**src/rtl/spi_mem_seq_pkg.sv**
```systemverilog
package spi_mem_seq_pkg;
   localparam int NUM_ST   = 6;
   localparam int IX_START = 0;
   localparam int IX_RECV  = 1;
   localparam int IX_WRITE = 2;
   localparam int IX_READ0 = 3;
   localparam int IX_READ1 = 4;
   localparam int IX_END   = 5;

   typedef logic [NUM_ST-1:0] st_vec_t;

   localparam st_vec_t ST_START = st_vec_t'(1) << IX_START;
   localparam st_vec_t ST_RECV  = st_vec_t'(1) << IX_RECV;
   localparam st_vec_t ST_WRITE = st_vec_t'(1) << IX_WRITE;
   localparam st_vec_t ST_READ0 = st_vec_t'(1) << IX_READ0;
   localparam st_vec_t ST_READ1 = st_vec_t'(1) << IX_READ1;
   localparam st_vec_t ST_END   = st_vec_t'(1) << IX_END;
endpackage

```
**src/rtl/seq_state_reg.sv**
```systemverilog
module seq_state_reg
   import spi_mem_seq_pkg::*;
(
   input  logic    sclk,
   input  logic    cs_n,
   input  st_vec_t st_d,
   output st_vec_t st_q
);
   for (genvar i = 0; i < NUM_ST; i++) begin : g_bit
      localparam logic IDLE_V = (i == IX_START);
      always_ff @(posedge sclk) begin
         if (cs_n) st_q[i] <= IDLE_V;
         else      st_q[i] <= st_d[i];
      end
   end
endmodule

```
**src/rtl/seq_bit_counter.sv**
```systemverilog
module seq_bit_counter #(
   parameter int CNT_W = 4
) (
   input  logic             sclk,
   input  logic             load_one,
   input  logic             inc,
   output logic [CNT_W-1:0] cnt
);
   always_ff @(posedge sclk) begin
      if (load_one)  cnt <= CNT_W'(1);
      else if (inc)  cnt <= cnt + CNT_W'(1);
   end
endmodule

```
**src/rtl/seq_next_state.sv**
```systemverilog
module seq_next_state
   import spi_mem_seq_pkg::*;
#(
   parameter int CMD_BITS  = 8,
   parameter int DATA_BITS = 8,
   parameter int CNT_W     = 4
) (
   input  st_vec_t          st_q,
   input  logic [CNT_W-1:0] cnt,
   input  logic             ser_bit,
   output st_vec_t          st_d,
   output logic             load_one,
   output logic             inc
);
   localparam logic [CNT_W-1:0] CMD_LAST  = CNT_W'(CMD_BITS);
   localparam logic [CNT_W-1:0] DATA_LAST = CNT_W'(DATA_BITS);

   always_comb begin
      st_d     = st_q;
      load_one = 1'b0;
      inc      = 1'b0;
      if (st_q[IX_START]) begin
         st_d     = ST_RECV;
         load_one = 1'b1;
      end else if (st_q[IX_RECV]) begin
         if (cnt == CMD_LAST) begin
            st_d     = ser_bit ? ST_READ0 : ST_WRITE;
            load_one = !ser_bit;
         end else begin
            inc = 1'b1;
         end
      end else if (st_q[IX_WRITE]) begin
         if (cnt == DATA_LAST) st_d = ST_END;
         else                  inc  = 1'b1;
      end else if (st_q[IX_READ0]) begin
         st_d     = ST_READ1;
         load_one = 1'b1;
      end else if (st_q[IX_READ1]) begin
         if (cnt == DATA_LAST) st_d = ST_END;
         else                  inc  = 1'b1;
      end
   end
endmodule

```
**src/rtl/seq_out_decode.sv**
```systemverilog
module seq_out_decode
   import spi_mem_seq_pkg::*;
#(
   parameter int CMD_BITS  = 8,
   parameter int DATA_BITS = 8,
   parameter int CNT_W     = 4
) (
   input  st_vec_t          st_q,
   input  logic [CNT_W-1:0] cnt,
   input  logic             cs_n,
   output logic             miso_oe,
   output logic             mem_we,
   output logic             addr_we,
   output logic             sr_load
);
   localparam logic [CNT_W-1:0] CMD_LAST  = CNT_W'(CMD_BITS);
   localparam logic [CNT_W-1:0] DATA_LAST = CNT_W'(DATA_BITS);

   logic sel;
   assign sel     = !cs_n;
   assign addr_we = sel && st_q[IX_RECV]  && (cnt == CMD_LAST);
   assign mem_we  = sel && st_q[IX_WRITE] && (cnt == DATA_LAST);
   assign sr_load = sel && st_q[IX_READ0];
   assign miso_oe = sel && st_q[IX_READ1];
endmodule

```
**src/rtl/spi_mem_seq.sv**
```systemverilog
module spi_mem_seq
   import spi_mem_seq_pkg::*;
#(
   parameter int ADDR_W    = 7,
   parameter int CMD_BITS  = 8,
   parameter int DATA_BITS = 8
) (
   input  logic sclk,
   input  logic cs_n,
   input  logic ser_bit,
   output logic miso_oe,
   output logic mem_we,
   output logic addr_we,
   output logic sr_load
);
   localparam int MAX_BITS = (CMD_BITS > DATA_BITS) ? CMD_BITS : DATA_BITS;
   localparam int CNT_W    = $clog2(MAX_BITS + 1);

   if (ADDR_W + 1 != CMD_BITS) begin : g_bad_cmd
      $error("command word must hold the address plus one direction bit");
   end
   if (DATA_BITS < 1) begin : g_bad_data
      $error("data word must be at least one bit");
   end

   st_vec_t          st_q, st_d;
   logic [CNT_W-1:0] cnt;
   logic             load_one, inc;

   seq_state_reg u_state (
      .sclk(sclk), .cs_n(cs_n), .st_d(st_d), .st_q(st_q)
   );

   seq_bit_counter #(.CNT_W(CNT_W)) u_cnt (
      .sclk(sclk), .load_one(load_one), .inc(inc), .cnt(cnt)
   );

   seq_next_state #(.CMD_BITS(CMD_BITS), .DATA_BITS(DATA_BITS), .CNT_W(CNT_W)) u_next (
      .st_q(st_q), .cnt(cnt), .ser_bit(ser_bit),
      .st_d(st_d), .load_one(load_one), .inc(inc)
   );

   seq_out_decode #(.CMD_BITS(CMD_BITS), .DATA_BITS(DATA_BITS), .CNT_W(CNT_W)) u_out (
      .st_q(st_q), .cnt(cnt), .cs_n(cs_n),
      .miso_oe(miso_oe), .mem_we(mem_we), .addr_we(addr_we), .sr_load(sr_load)
   );
endmodule

```
**config.mk**
```make
export PLATFORM = sky130hd
export DESIGN_NAME = spi_mem_seq
export DESIGN_NICKNAME = d
export VERILOG_FILES = /design/src/rtl/spi_mem_seq_pkg.sv /design/src/rtl/seq_state_reg.sv /design/src/rtl/seq_bit_counter.sv /design/src/rtl/seq_next_state.sv /design/src/rtl/seq_out_decode.sv /design/src/rtl/spi_mem_seq.sv
export SDC_FILE = /design/constraint.sdc
export NUM_CORES = 1
export LEC_CHECK = 0
export ABC_AREA = 1
export BUFFER_PORTS_ARGS = -buffer_cell sky130_fd_sc_hd__buf_2
export CAP_MARGIN = 30
export CORE_AREA = 2 2 39 41
export CTS_CLUSTER_DIAMETER = 150
export DETAILED_ROUTE_END_ITERATION = 7
export DIE_AREA = 0 0 41 43
export GPL_ROUTABILITY_DRIVEN = 0
export GPL_TIMING_DRIVEN = 0
export RECOVER_POWER = 100
export SLEW_MARGIN = 20
export SYNTH_ARGS = -nofsm -noshare
export SYNTH_HDL_FRONTEND = slang
export SYNTH_SLANG_ARGS = --single-unit
```
**constraint.sdc**
```tcl
create_clock -name sclk -period 1.4 [get_ports sclk]
set_input_delay 0.28 -clock sclk [delete_from_list [all_inputs] [get_ports sclk]]
set_output_delay 0.28 -clock sclk [all_outputs]
set_load 0.005 [all_outputs]
```
Yosys cells after proc, flatten, opt, wreduce, memory -nomap -nowiden
Index checks and enable logic that the tools add are counted.
{"block": "classes", "n_addsub": 1, "eq_ne": 3, "muxes": 20, "n_reduce_logical": 10}
{"op": "5-bit two-way mux", "n": 7}
{"op": "1-bit two-way mux", "n": 11}
{"op": "1-bit logical AND", "n": 6}
{"op": "4-bit by 1-bit adder with 4-bit output (second input constant)", "n": 1}
{"op": "4-bit == test (second input constant)", "n": 1}
{"op": "4-bit two-way mux", "n": 1}
{"op": "2-bit by 1-bit != test with 1-bit output (second input constant)", "n": 2}
{"op": "1-bit zero test", "n": 2}
{"op": "2-bit two-way mux", "n": 1}
{"op": "2-bit AND reduction", "n": 1}
{"op": "2-bit OR reduction", "n": 1}
{"block": "totals", "reg_bits": 9, "in_bits": 3, "output_inout_bits": 4, "elab_cells": 40}

Logic depth before layout (Yosys ltp)
Gate-level depths: netlist of the first run.
{"block": "logic_depth", "depth_word": 7, "depth_mapped": 8}

By module
From an unflattened synthesis of the first run, not the netlist that was laid out.
{"block": "hier_totals", "cells_unflattened": 92, "area_unflattened_um2": 575.6}
{"mod": "seq_next_state", "instances": 1, "cells_per_inst": 37, "area_each_um2": 181.4, "seq_area_each_um2": 0.0}
{"mod": "seq_bit_counter", "instances": 1, "cells_per_inst": 23, "area_each_um2": 171.4, "seq_area_each_um2": 80.1}
{"mod": "seq_state_reg", "instances": 1, "cells_per_inst": 19, "area_each_um2": 168.9, "seq_area_each_um2": 120.1}
{"mod": "seq_out_decode", "instances": 1, "cells_per_inst": 13, "area_each_um2": 53.8, "seq_area_each_um2": 0.0}

Worst setup path before layout of the first run
Ideal clock, no wire load.
{"block": "synth_timing", "path_kind": "reg2reg", "from": "reg u_cnt.cnt[0]", "to": "reg u_cnt.cnt[3]", "setup_ns": 0.114, "arrival_ns": 1.113, "required_ns": 1.286, "path_slack_ns": 0.173, "path_stages_with_launch": 9, "path_buffers": 0, "cell_sequence": "dfxtp_1 inv_1 ha_1 nand3_4 nand3_2 nand2_4 nand2_2 nand2_1 a21oi_2"}
{"block": "synth_via", "elab_chain_cells": 7, "word_cells_on_any_way": 11, "cone_classes": "1 x add/sub; 1 x eq/ne; 9 x mux"}
{"element": "from (decl)", "line": "seq_bit_counter.sv:7", "rtl": "output logic [CNT_W-1:0] cnt"}
{"element": "from (signal assigned)", "line": "seq_bit_counter.sv:11", "rtl": "else if (inc) cnt <= cnt + CNT_W'(1);"}
{"element": "4-bit == test", "line": "seq_next_state.sv:26, seq_next_state.sv:33, seq_next_state.sv:39"}
{"element": "1-bit two-way mux", "line": "seq_next_state.sv:26, seq_next_state.sv:33, seq_next_state.sv:39"}
{"element": "1-bit two-way mux", "line": "seq_next_state.sv:38", "rtl": "end else if (st_q[IX_READ1]) begin"}
{"element": "1-bit two-way mux", "line": "seq_next_state.sv:35", "rtl": "end else if (st_q[IX_READ0]) begin"}
{"element": "1-bit two-way mux", "line": "seq_next_state.sv:32", "rtl": "end else if (st_q[IX_WRITE]) begin"}
{"element": "1-bit two-way mux", "line": "seq_next_state.sv:25", "rtl": "end else if (st_q[IX_RECV]) begin"}
{"element": "1-bit two-way mux", "line": "seq_next_state.sv:22", "rtl": "if (st_q[IX_START]) begin"}
Several ways; a longest one is shown, not always the timed one.
A chain may end at the register's enable or synchronous reset.

Worst setup path after layout of the first run
{"block": "layout_timing", "from": "reg u_cnt.cnt[0]", "to": "out addr_we"}
{"block": "layout_via", "elab_chain_cells": 2}
{"element": "4-bit == test", "line": "seq_out_decode.sv:21", "rtl": "assign addr_we = sel && st_q[IX_RECV] && (cnt == CMD_LAST);"}
{"element": "1-bit logical AND", "line": "seq_out_decode.sv:21"}
{"element": "to (decl)", "line": "spi_mem_seq.sv:13", "rtl": "output logic addr_we,"}
No other way between the ends.

==> results.toml, run 1 <==
[placed_design]
placed_cell_area_um2 = 541
dp_hpwl_um = 675
port_buffers = 6

[grt]
grt_max_degree = 8
grt_first_pass_wirelength_um = 1590
grt_antenna_before_repair = 0
grt_use_total = 0.138
first_global_vias = 413
gr-total-overflow = 0

[final_layout]
finish.utilization = 0.437
diodes = 0
fin_area_um2 = 604
nFillCells = 153
num-nets-final = 85
syn_to_final_growth_pct = 23.2
drive_above_1_share = 0.354

[floorplanning]
dieHeight_um = 43
io_pins = 7
core_um2 = 1380
initial_utilization = 0.354
dieArea_um2 = 1760
die_w_um = 41
rows = 14

[detailed_routing]
drt_iter0_markers = 5
viasPerCell = 4.82
drc = 0
ant_nets = 0
drt-pass1-iter-count = 4
wl_per_cell_um = 10.4
routed_wl_um = 985
via_count = 458

[timing]
period_needed_ps = 1390
maxSlewHeadroom = 0.845
final_max_slew_viol_count = 0
rsz0062_at_grt = "yes"
finClkSkew_ps = 2.37
timing.final.crit_share = 0.996
fin_tns_setup_ps = 0
worst_pin_slew_ps = 232
finalHoldViolations = 0
max_freq_mhz = 717
setup-violations-final = 0

[synth]
synth_nets = 70
ys_ff_latch = 9
syn-instance-count = 65
ys_seq_area_frac = 0.367
synth.cell_area_um2 = 490
ys_types = 18
synth_compound_area_frac = 0.0867
syn_avg_cell_area_um2 = 7.55
synthAdderAreaFrac = 0.0510
synth_top_family_by_area = "simple AND/OR/NAND/NOR gates"
synthSimpleGateAreaFrac = 0.393
synth_xor_area_frac = 0.0179
muxShareOfSynthArea = 0
yosysWarnings = 0

[critical_path]
path_max_fanout = 2
crit_slowest_cell = "dfxtp_4"
path_buf_inv = 2
cp.required_ps = 1120
criticalPathCategory = "register to output port"
worst_setup_path_start_kind = "register"
critical_path_arrival_ps = 1110
path_cells = "inv_4 > ha_4 > nand4_1 > nor2_1 > buf_2"
endpoint_kind = "output port"
critPathMaxStageDelay_ps = 350
crit_family = "flip-flops"

[clock_network]
clkTransAtPathRegs_ps = 60
cts_sinks = 9
cts_max_level = 1
cts_made_buffers = 3
postCtsHoldBufs = 0
clockBufferDepth = 2
cts_root_buffer = "clkbuf_4"
cts_tree = "built"
clock_latency_ps = 260

[pwr]
leakage_nw = 0.251
power_density_nw_per_um2 = 901
ir_drop_uv = 333

[outcome]
status = "finished, final reports clean"

[run]
max_cap_viol_count = 0

[hold_path]
min_path_type = "input pin to register"
repair_timing:
action | in CTS | in global routing
buffers inserted | 4 | 0
gates resized for setup | 9 | 0
pin swaps | 4 | 1
endpoints found under the hold margin | 0 | 0
setup endpoints to repair | 2 | 2
worst register-to-register path, cell delays in order, from the launching register on:
cell and delay, ps:
dfxtp_4 350, inv_4 60, ha_4 130, nand3_4 70
buf_4 170, nand3_1 90, nand2_1 130, nand2_2 110
nand2_1 60, a21oi_1 120
final cells by class:
cell class                 count  area (µm²)  area share
timing repair buffer          10        58.8      0.0973
multi-input combinational     45         270       0.447
inverter                      11        43.8      0.0725
clock buffer                   4        26.3      0.0435
sequential                     9         185       0.306
tap                           16        20.0      0.0331
cell usage after synthesis:
master | count | area, µm²
a21oi_1 | 5 | 25.0
a21oi_2 | 2 | 17.5
dfxtp_1 | 9 | 180
ha_1 | 2 | 25.0
inv_1 | 9 | 33.8
inv_2 | 2 | 7.51
nand2_1 | 10 | 37.5
nand2_2 | 4 | 25.0
nand2_4 | 1 | 11.3
nand3_1 | 6 | 30.0
nand3_2 | 1 | 10.0
nand3_4 | 1 | 17.5
nand4_1 | 3 | 18.8
nor2_1 | 6 | 22.5
nor3_1 | 1 | 5.00
or2_2 | 1 | 6.26
or2_4 | 1 | 8.76
xor2_1 | 1 | 8.76
cell usage in the layout (no fill, tap or decap), drive strengths merged:
cell	count
ha	2
a21oi	7
or2	2
buf	8
nand3	8
clkbuf	6
dfxtp	9
nand4	3
nand2	15
inv	11
xor2	1
nor2	6
nor3	1
final timing paths:
check	to	start	cells past startpoint	slack (ps)
worst min-delay path	u_state.st_q[0]	cs_n	1	220
worst max-delay path	addr_we	u_cnt.cnt[0]	5	5
worst min register to register	u_state.st_q[2]	u_state.st_q[2]	2	470
worst max register to register	u_cnt.cnt[1]	u_cnt.cnt[0]	9	30
registers in the layout, indices dropped and copies added, names as in the netlist:
| signal | flops |
|---|---|
| u_cnt.cnt | 4 |
| u_state.st_q | 5 |
layer usage:
layer | global-route usage | up-vias | wire length [µm]
met1 | 0.161 | 205 | 456
li1 | - | 236 | -
met2 | 0.206 | 12 | 455
met4 | 0.120 | 0 | 36
met3 | 0.0157 | 5 | 35
met5 | 0 | - | 0
logic make-up (layout without fill, tap and decap cells):
kind of cell	after synthesis	count (layout)
fa+ha+maj	2	2
flops	9	9
compound gates	7	7
buf+inv	11	25
xor+xnor	1	1
simple gates	35	35
power by group:
| group | switching [mW] | internal (mW) |
|---|---|---|
| Combinational | 0.0367 | 0.0280 |
| Clock | 0.0954 | 0.110 |
| Sequential | 0.00909 | 0.265 |
| Total | 0.141 | 0.403 |
through the flow:
| stage | worst slack (ps) | instances | power, mW | hold WS, ps |
|---|---|---|---|---|
| global route | -56.3 | 95 | 0.571 | 220 |
| finish | 5.29 | 95 | 0.544 | 221 |
| global placement | 44.0 | 87 | 0.330 | 463 |
| floorplan | 173 | 65 | 0.317 | 308 |
| detailed placement | 32.1 | 87 | 0.331 | 476 |
| CTS | -26.3 | 95 | 0.556 | 220 |
Power figures use the tool's default switching activity.
==> run 2: changes to the inputs <==
--- a/config.mk
+++ b/config.mk
@@ -8,10 +8,10 @@
 export ABC_AREA = 1
 export BUFFER_PORTS_ARGS = -buffer_cell sky130_fd_sc_hd__buf_2
 export CAP_MARGIN = 30
-export CORE_AREA = 2 2 39 41
+export CORE_MARGIN = 2
+export CORE_UTILIZATION = 25
 export CTS_CLUSTER_DIAMETER = 150
 export DETAILED_ROUTE_END_ITERATION = 7
-export DIE_AREA = 0 0 41 43
 export GPL_ROUTABILITY_DRIVEN = 0
 export GPL_TIMING_DRIVEN = 0
 export RECOVER_POWER = 100
==> run 2 against run 1 <==
- the flow now finishes with violations (setup timing)
- count of clock-buffer cells in the layout unchanged
- non-clock buffer count unchanged
- largest power group unchanged
- register-to-register slack better by 30 ps
- via count up 2.0%
- critical path type unchanged
- wire length up 7.3%
- total power about the same
==> results.toml, run 2 (synthesis results as in run 1) <==
[outcome]
status = "complete, but fails checks"
violations = "setup timing"

[timing]
finClkSkew_ps = 7.35
whs_ps = 223
layout_setup_ws_ps = -17.5
fin_tns_setup_ps = -17.5
maxSlewHeadroom = 0.858
finalHoldViolations = 0
final_max_slew_viol_count = 0
period_needed_ps = 1420
setup-violations-final = 1
max_freq_mhz = 705
rsz0062_at_grt = "yes"
timing.final.crit_share = 1.01
worst_pin_slew_ps = 213

[clock_network]
cts_sinks = 9
cts_max_level = 1
cts_root_buffer = "clkbuf_4"
clkTransAtPathRegs_ps = 60
postCtsHoldBufs = 0
cts_made_buffers = 3
clockBufferDepth = 2
clock_latency_ps = 260
cts_tree = "built"

[critical_path]
path_max_fanout = 2
critical_path_arrival_ps = 1140
worst_setup_path_start_kind = "register"
criticalPathCategory = "register to output port"
endpoint_kind = "output port"
cp.required_ps = 1120

[final_layout]
final_common_cell = "nand2_1"
top_regs = "u_state.st_q (5), u_cnt.cnt (4)"
drive_above_1_share = 0.367
num-nets-final = 85
instances_no_fill = 106
syn_to_final_growth_pct = 28.6
top_register = "u_state.st_q"
layout_common_cells = "nand2_1 (10), inv_1 (7), dfxtp_1 (7)"
largest_reg_flops = 5
diodes = 0

[pwr]
p_comb_frac = 0.127
p_sw_uw = 141
swShare = 0.258
leakage_nw = 0.250
power_frac_seq = 0.501
internal_power_uw = 404
ir_drop_uv = 308
total_power_uw = 545
power_density_nw_per_um2 = 864
pwr-share-clk = 0.372

[detailed_routing]
ant_nets = 0
wl_per_cell_um = 9.97
viasPerCell = 4.41
drc = 0
drt-pass1-iter-count = 4
via_count = 467
routed_wl_um = 1060
drt_iter0_markers = 12

[floorplanning]
die_w_um = 48.3
rows = 16
core_um2 = 1900
dieArea_um2 = 2330
dieHeight_um = 48.3
io_pins = 7
initial_utilization = 0.258

[grt]
grt_max_degree = 8
gr-total-overflow = 0
grt_use_total = 0.110
grt_first_pass_wirelength_um = 1660
first_global_vias = 393
grt_antenna_before_repair = 0

[placed_design]
place_inst = 98
place_ws_ps = 50.4
dp_hpwl_um = 706
port_buffers = 6

[run]
max_cap_viol_count = 0

[hold_path]
min_path_type = "input pin to register"
## run 2: metal layers
layer,global-route usage,part of all wire
met5,0,0
met3,0.0333,0.030
met2,0.163,0.47
met1,0.131,0.48
met4,0.0811,0.020
## run 2: cell type report
type | count | area [µm²]
Inverter | 11 | 43.8
Multi-Input combinational cell | 45 | 280
Sequential cell | 9 | 188
Tap cell | 27 | 33.8
Clock buffer | 4 | 26.3
Fill cell | 218 | 1270
Timing Repair Buffer | 10 | 58.8
## run 2: power by group through the flow
stage | registers [mW] | logic [mW] | clock network [mW]
2_1_floorplan | 0.278 | 0.0387 | 0
3_3_place_gp | 0.281 | 0.0491 | 0
3_5_place_dp | 0.281 | 0.0496 | 0
4_1_cts | 0.273 | 0.0668 | 0.209
5_1_grt | 0.274 | 0.0785 | 0.224
6_report | 0.273 | 0.0692 | 0.203
## run 2: timing repair
item,CTS,global route
buffers inserted,4,0
resized for setup,10,0
pin swaps,4,1
setup endpoints to repair,2,2
## run 2: path summary, 6_finish.rpt
kind	from	endpoint	slack (ps)	depth (start not counted)
worst max-delay path	u_cnt.cnt[0]	addr_we	-20	5
worst min-delay path	cs_n	u_state.st_q[0]	220	1
worst max register to register	u_cnt.cnt[0]	u_cnt.cnt[1]	60	7
worst min register to register	u_state.st_q[2]	u_state.st_q[2]	470	2
## run 2: critical path, cell delays in order, from the launching register on
cell     delay, ps
dfxtp_4        350
inv_4           60
ha_4           140
nand4_1        110
nor2_1         100
buf_2          110
## run 2: stage by stage
| stage | cell area [µm²] | util |
|---|---|---|
| finish | 631 | 0.332 |
| global route | 631 | 0.332 |
| CTS | 638 | 0.336 |
| detailed placement | 554 | 0.291 |
| global placement | 554 | 0.291 |
| floorplan | 490 | - |
==> run 3: changes to the inputs <==
--- a/config.mk
+++ b/config.mk
@@ -5,12 +5,12 @@
 export SDC_FILE = /design/constraint.sdc
 export NUM_CORES = 1
 export LEC_CHECK = 0
-export ABC_AREA = 1
+export ABC_AREA = 0
 export BUFFER_PORTS_ARGS = -buffer_cell sky130_fd_sc_hd__buf_2
 export CAP_MARGIN = 30
 export CORE_MARGIN = 2
 export CORE_UTILIZATION = 25
-export CTS_CLUSTER_DIAMETER = 150
+export CTS_CLUSTER_DIAMETER = 40
 export DETAILED_ROUTE_END_ITERATION = 7
 export GPL_ROUTABILITY_DRIVEN = 0
 export GPL_TIMING_DRIVEN = 0
==> run 3 against run 2 <==
- the flow still finishes with violations (setup timing)
- area after synthesis decreased by 1.5%
- cell area shrank 2.4%
- die area shrank 1.4%
- critical path depth stayed put
- total power rose by 0.87%
- first-iteration DRC count shrank 50%
- sequential cell count did not move
- setup slack lost 29 ps
- clock skew fell by 6.2 ps
- final cell count shrank 17%
- register-to-register slack got worse by 100 ps
- maximum frequency down 2.0%
==> results.toml, run 3 <==
[synth]
ys_seq_area_frac = 0.373
syn_avg_cell_area_um2 = 10.1
synthTopCellsByCount = "dfxtp_1 (9), a21oi_1 (5), inv_1 (4), nor3_1 (4)"
ys_types = 26
synth_nets = 53
synthTopCellsByArea = "dfxtp_1 (37%), a21oi_1 (5.2%), ha_1 (5.2%)"
synth-edff-count = 0
synth.largest_area_cell = "dfxtp_1"
synthFlopType = "dfxtp_1"
yosysWarnings = 0
synth.cell_area_um2 = 483
ys_ff_latch = 9
yosysMostFrequentCell = "dfxtp_1"
syn-instance-count = 48
async_flop_share = 0
yosysTopAreaCellShare = 0.373

[floorplanning]
initial_utilization = 0.274
die_w_um = 48.0
io_pins = 7
core_um2 = 1760
dieArea_um2 = 2300
rows = 15
dieHeight_um = 48.0

[grt]
grt_first_pass_wirelength_um = 1520
grt_antenna_before_repair = 0
grt_use_total = 0.101
gr-total-overflow = 0
first_global_vias = 340
grt_max_degree = 10

[clock_network]
clockBufferDepth = 2
clock_latency_ps = 250
cts_max_level = 1
cts_made_buffers = 3
postCtsHoldBufs = 0
cts_root_buffer = "clkbuf_4"
cts_tree = "built"
clkTransAtPathRegs_ps = 60
cts_sinks = 9

[timing]
rsz0062_at_grt = "yes"
layout_setup_ws_ps = -46.7
setup-violations-final = 3
finalHoldViolations = 0
timing.final.crit_share = 1.03
finClkSkew_ps = 1.17
final_max_slew_viol_count = 0
period_needed_ps = 1450
worst_pin_slew_ps = 259
maxSlewHeadroom = 0.827
whs_ps = 252
max_freq_mhz = 691
fin_tns_setup_ps = -104

[detailed_routing]
drt_iter0_markers = 6
wl_per_cell_um = 10.6
drc = 0
routed_wl_um = 934
viasPerCell = 4.49
drt-pass1-iter-count = 4
via_count = 395
ant_nets = 0

[final_layout]
syn_to_final_growth_pct = 27.5
final_common_cell = "dfxtp_1"
top_regs = "u_state.st_q (5), u_cnt.cnt (4)"
num-nets-final = 69
top_register = "u_state.st_q"
instances_no_fill = 88
drive_above_1_share = 0.349
nFillCells = 193
largest_reg_flops = 5
layout_common_cells = "dfxtp_1 (7), a21oi_1 (5)"
fin_area_um2 = 616
diodes = 0

[placed_design]
place_inst = 79
port_buffers = 6
dp_hpwl_um = 599
placed_cell_area_um2 = 544

[run]
max_cap_viol_count = 0

[critical_path]
endpoint_kind = "output port"
reg2reg_from = "u_cnt.cnt[0]"
critical_path_arrival_ps = 1170
reg2regPathDepth = 7
cp.required_ps = 1120
path_max_fanout = 3
criticalPathCategory = "register to output port"
worst_setup_path_start_kind = "register"
startpoint = "u_cnt.cnt[1]"

[pwr]
total_power_uw = 550
ir_drop_uv = 472
power_density_nw_per_um2 = 893
leakage_nw = 0.262

[hold_path]
worst_hold_startpoint = "cs_n"
min_path_cells = 1
min_path_type = "input pin to register"

[outcome]
status = "complete, but fails checks"
violations = "setup timing"
==> run 3: stage by stage <==
step,utilization,worst slack (ps)
after CTS,0.357,-79.0
after floorplan,-,9.81
final,0.349,-46.7
after global routing,0.349,-117
after global placement,0.309,-77.1
after detailed placement,0.309,-102
==> run 3: power breakdown <==
part           total (mW)  internal, mW  leakage (nW)  switching, mW
logic              0.0689        0.0337         0.173         0.0352
clock network       0.201         0.110        0.0150         0.0911
registers           0.280         0.267        0.0741         0.0127
total               0.550         0.411         0.262          0.139
==> run 3: logic make-up after synthesis <==
logic type	share of synthesized area
AND/OR/NAND/NOR	0.329
AO/OA/AOI/OAI	0.197
flip-flops	0.373
buffers and inverters	0.0311
adder cells (fa/ha/maj)	0.0518
XOR/XNOR	0.0181
==> run 3: worst max-delay path, stage by stage (launching register included) <==
cell      delay, ps
dfxtp_2         320
inv_2            70
ha_4            150
nand3b_4         90
nor3b_2         160
buf_2           130
==> run 3: worst paths after layout <==
path,end,slack (ps)
max,mem_we,-50
min,u_state.st_q[0],250
max reg2reg,u_cnt.cnt[1],-40
min reg2reg,u_state.st_q[3],580
==> run 3: layout make-up <==
cell class / count / area [µm²] / share of cell area
clock buffers: 4 / 26.3 / 0.0427
repair buffers: 11 / 61.3 / 0.0996
multi-input cells: 35 / 294 / 0.478
well taps: 25 / 31.3 / 0.0508
flip-flops and latches: 9 / 185 / 0.301
inverters: 4 / 17.5 / 0.0285
==> run 3: metal layers <==
layer	track usage	wire length, µm	share of wire	vias up
met5	0	0	0	-
met4	0.0973	27	0.029	0
met3	0.0113	40	0.043	2
met2	0.144	404	0.43	8
met1	0.130	461	0.49	181
li1	-	-	-	204
==> run 3: repair_timing <==
action	4_1_cts	5_1_grt
setup endpoints to repair	3	4
pin swaps	4	2
gates resized for setup	8	2
setup buffers	5	0
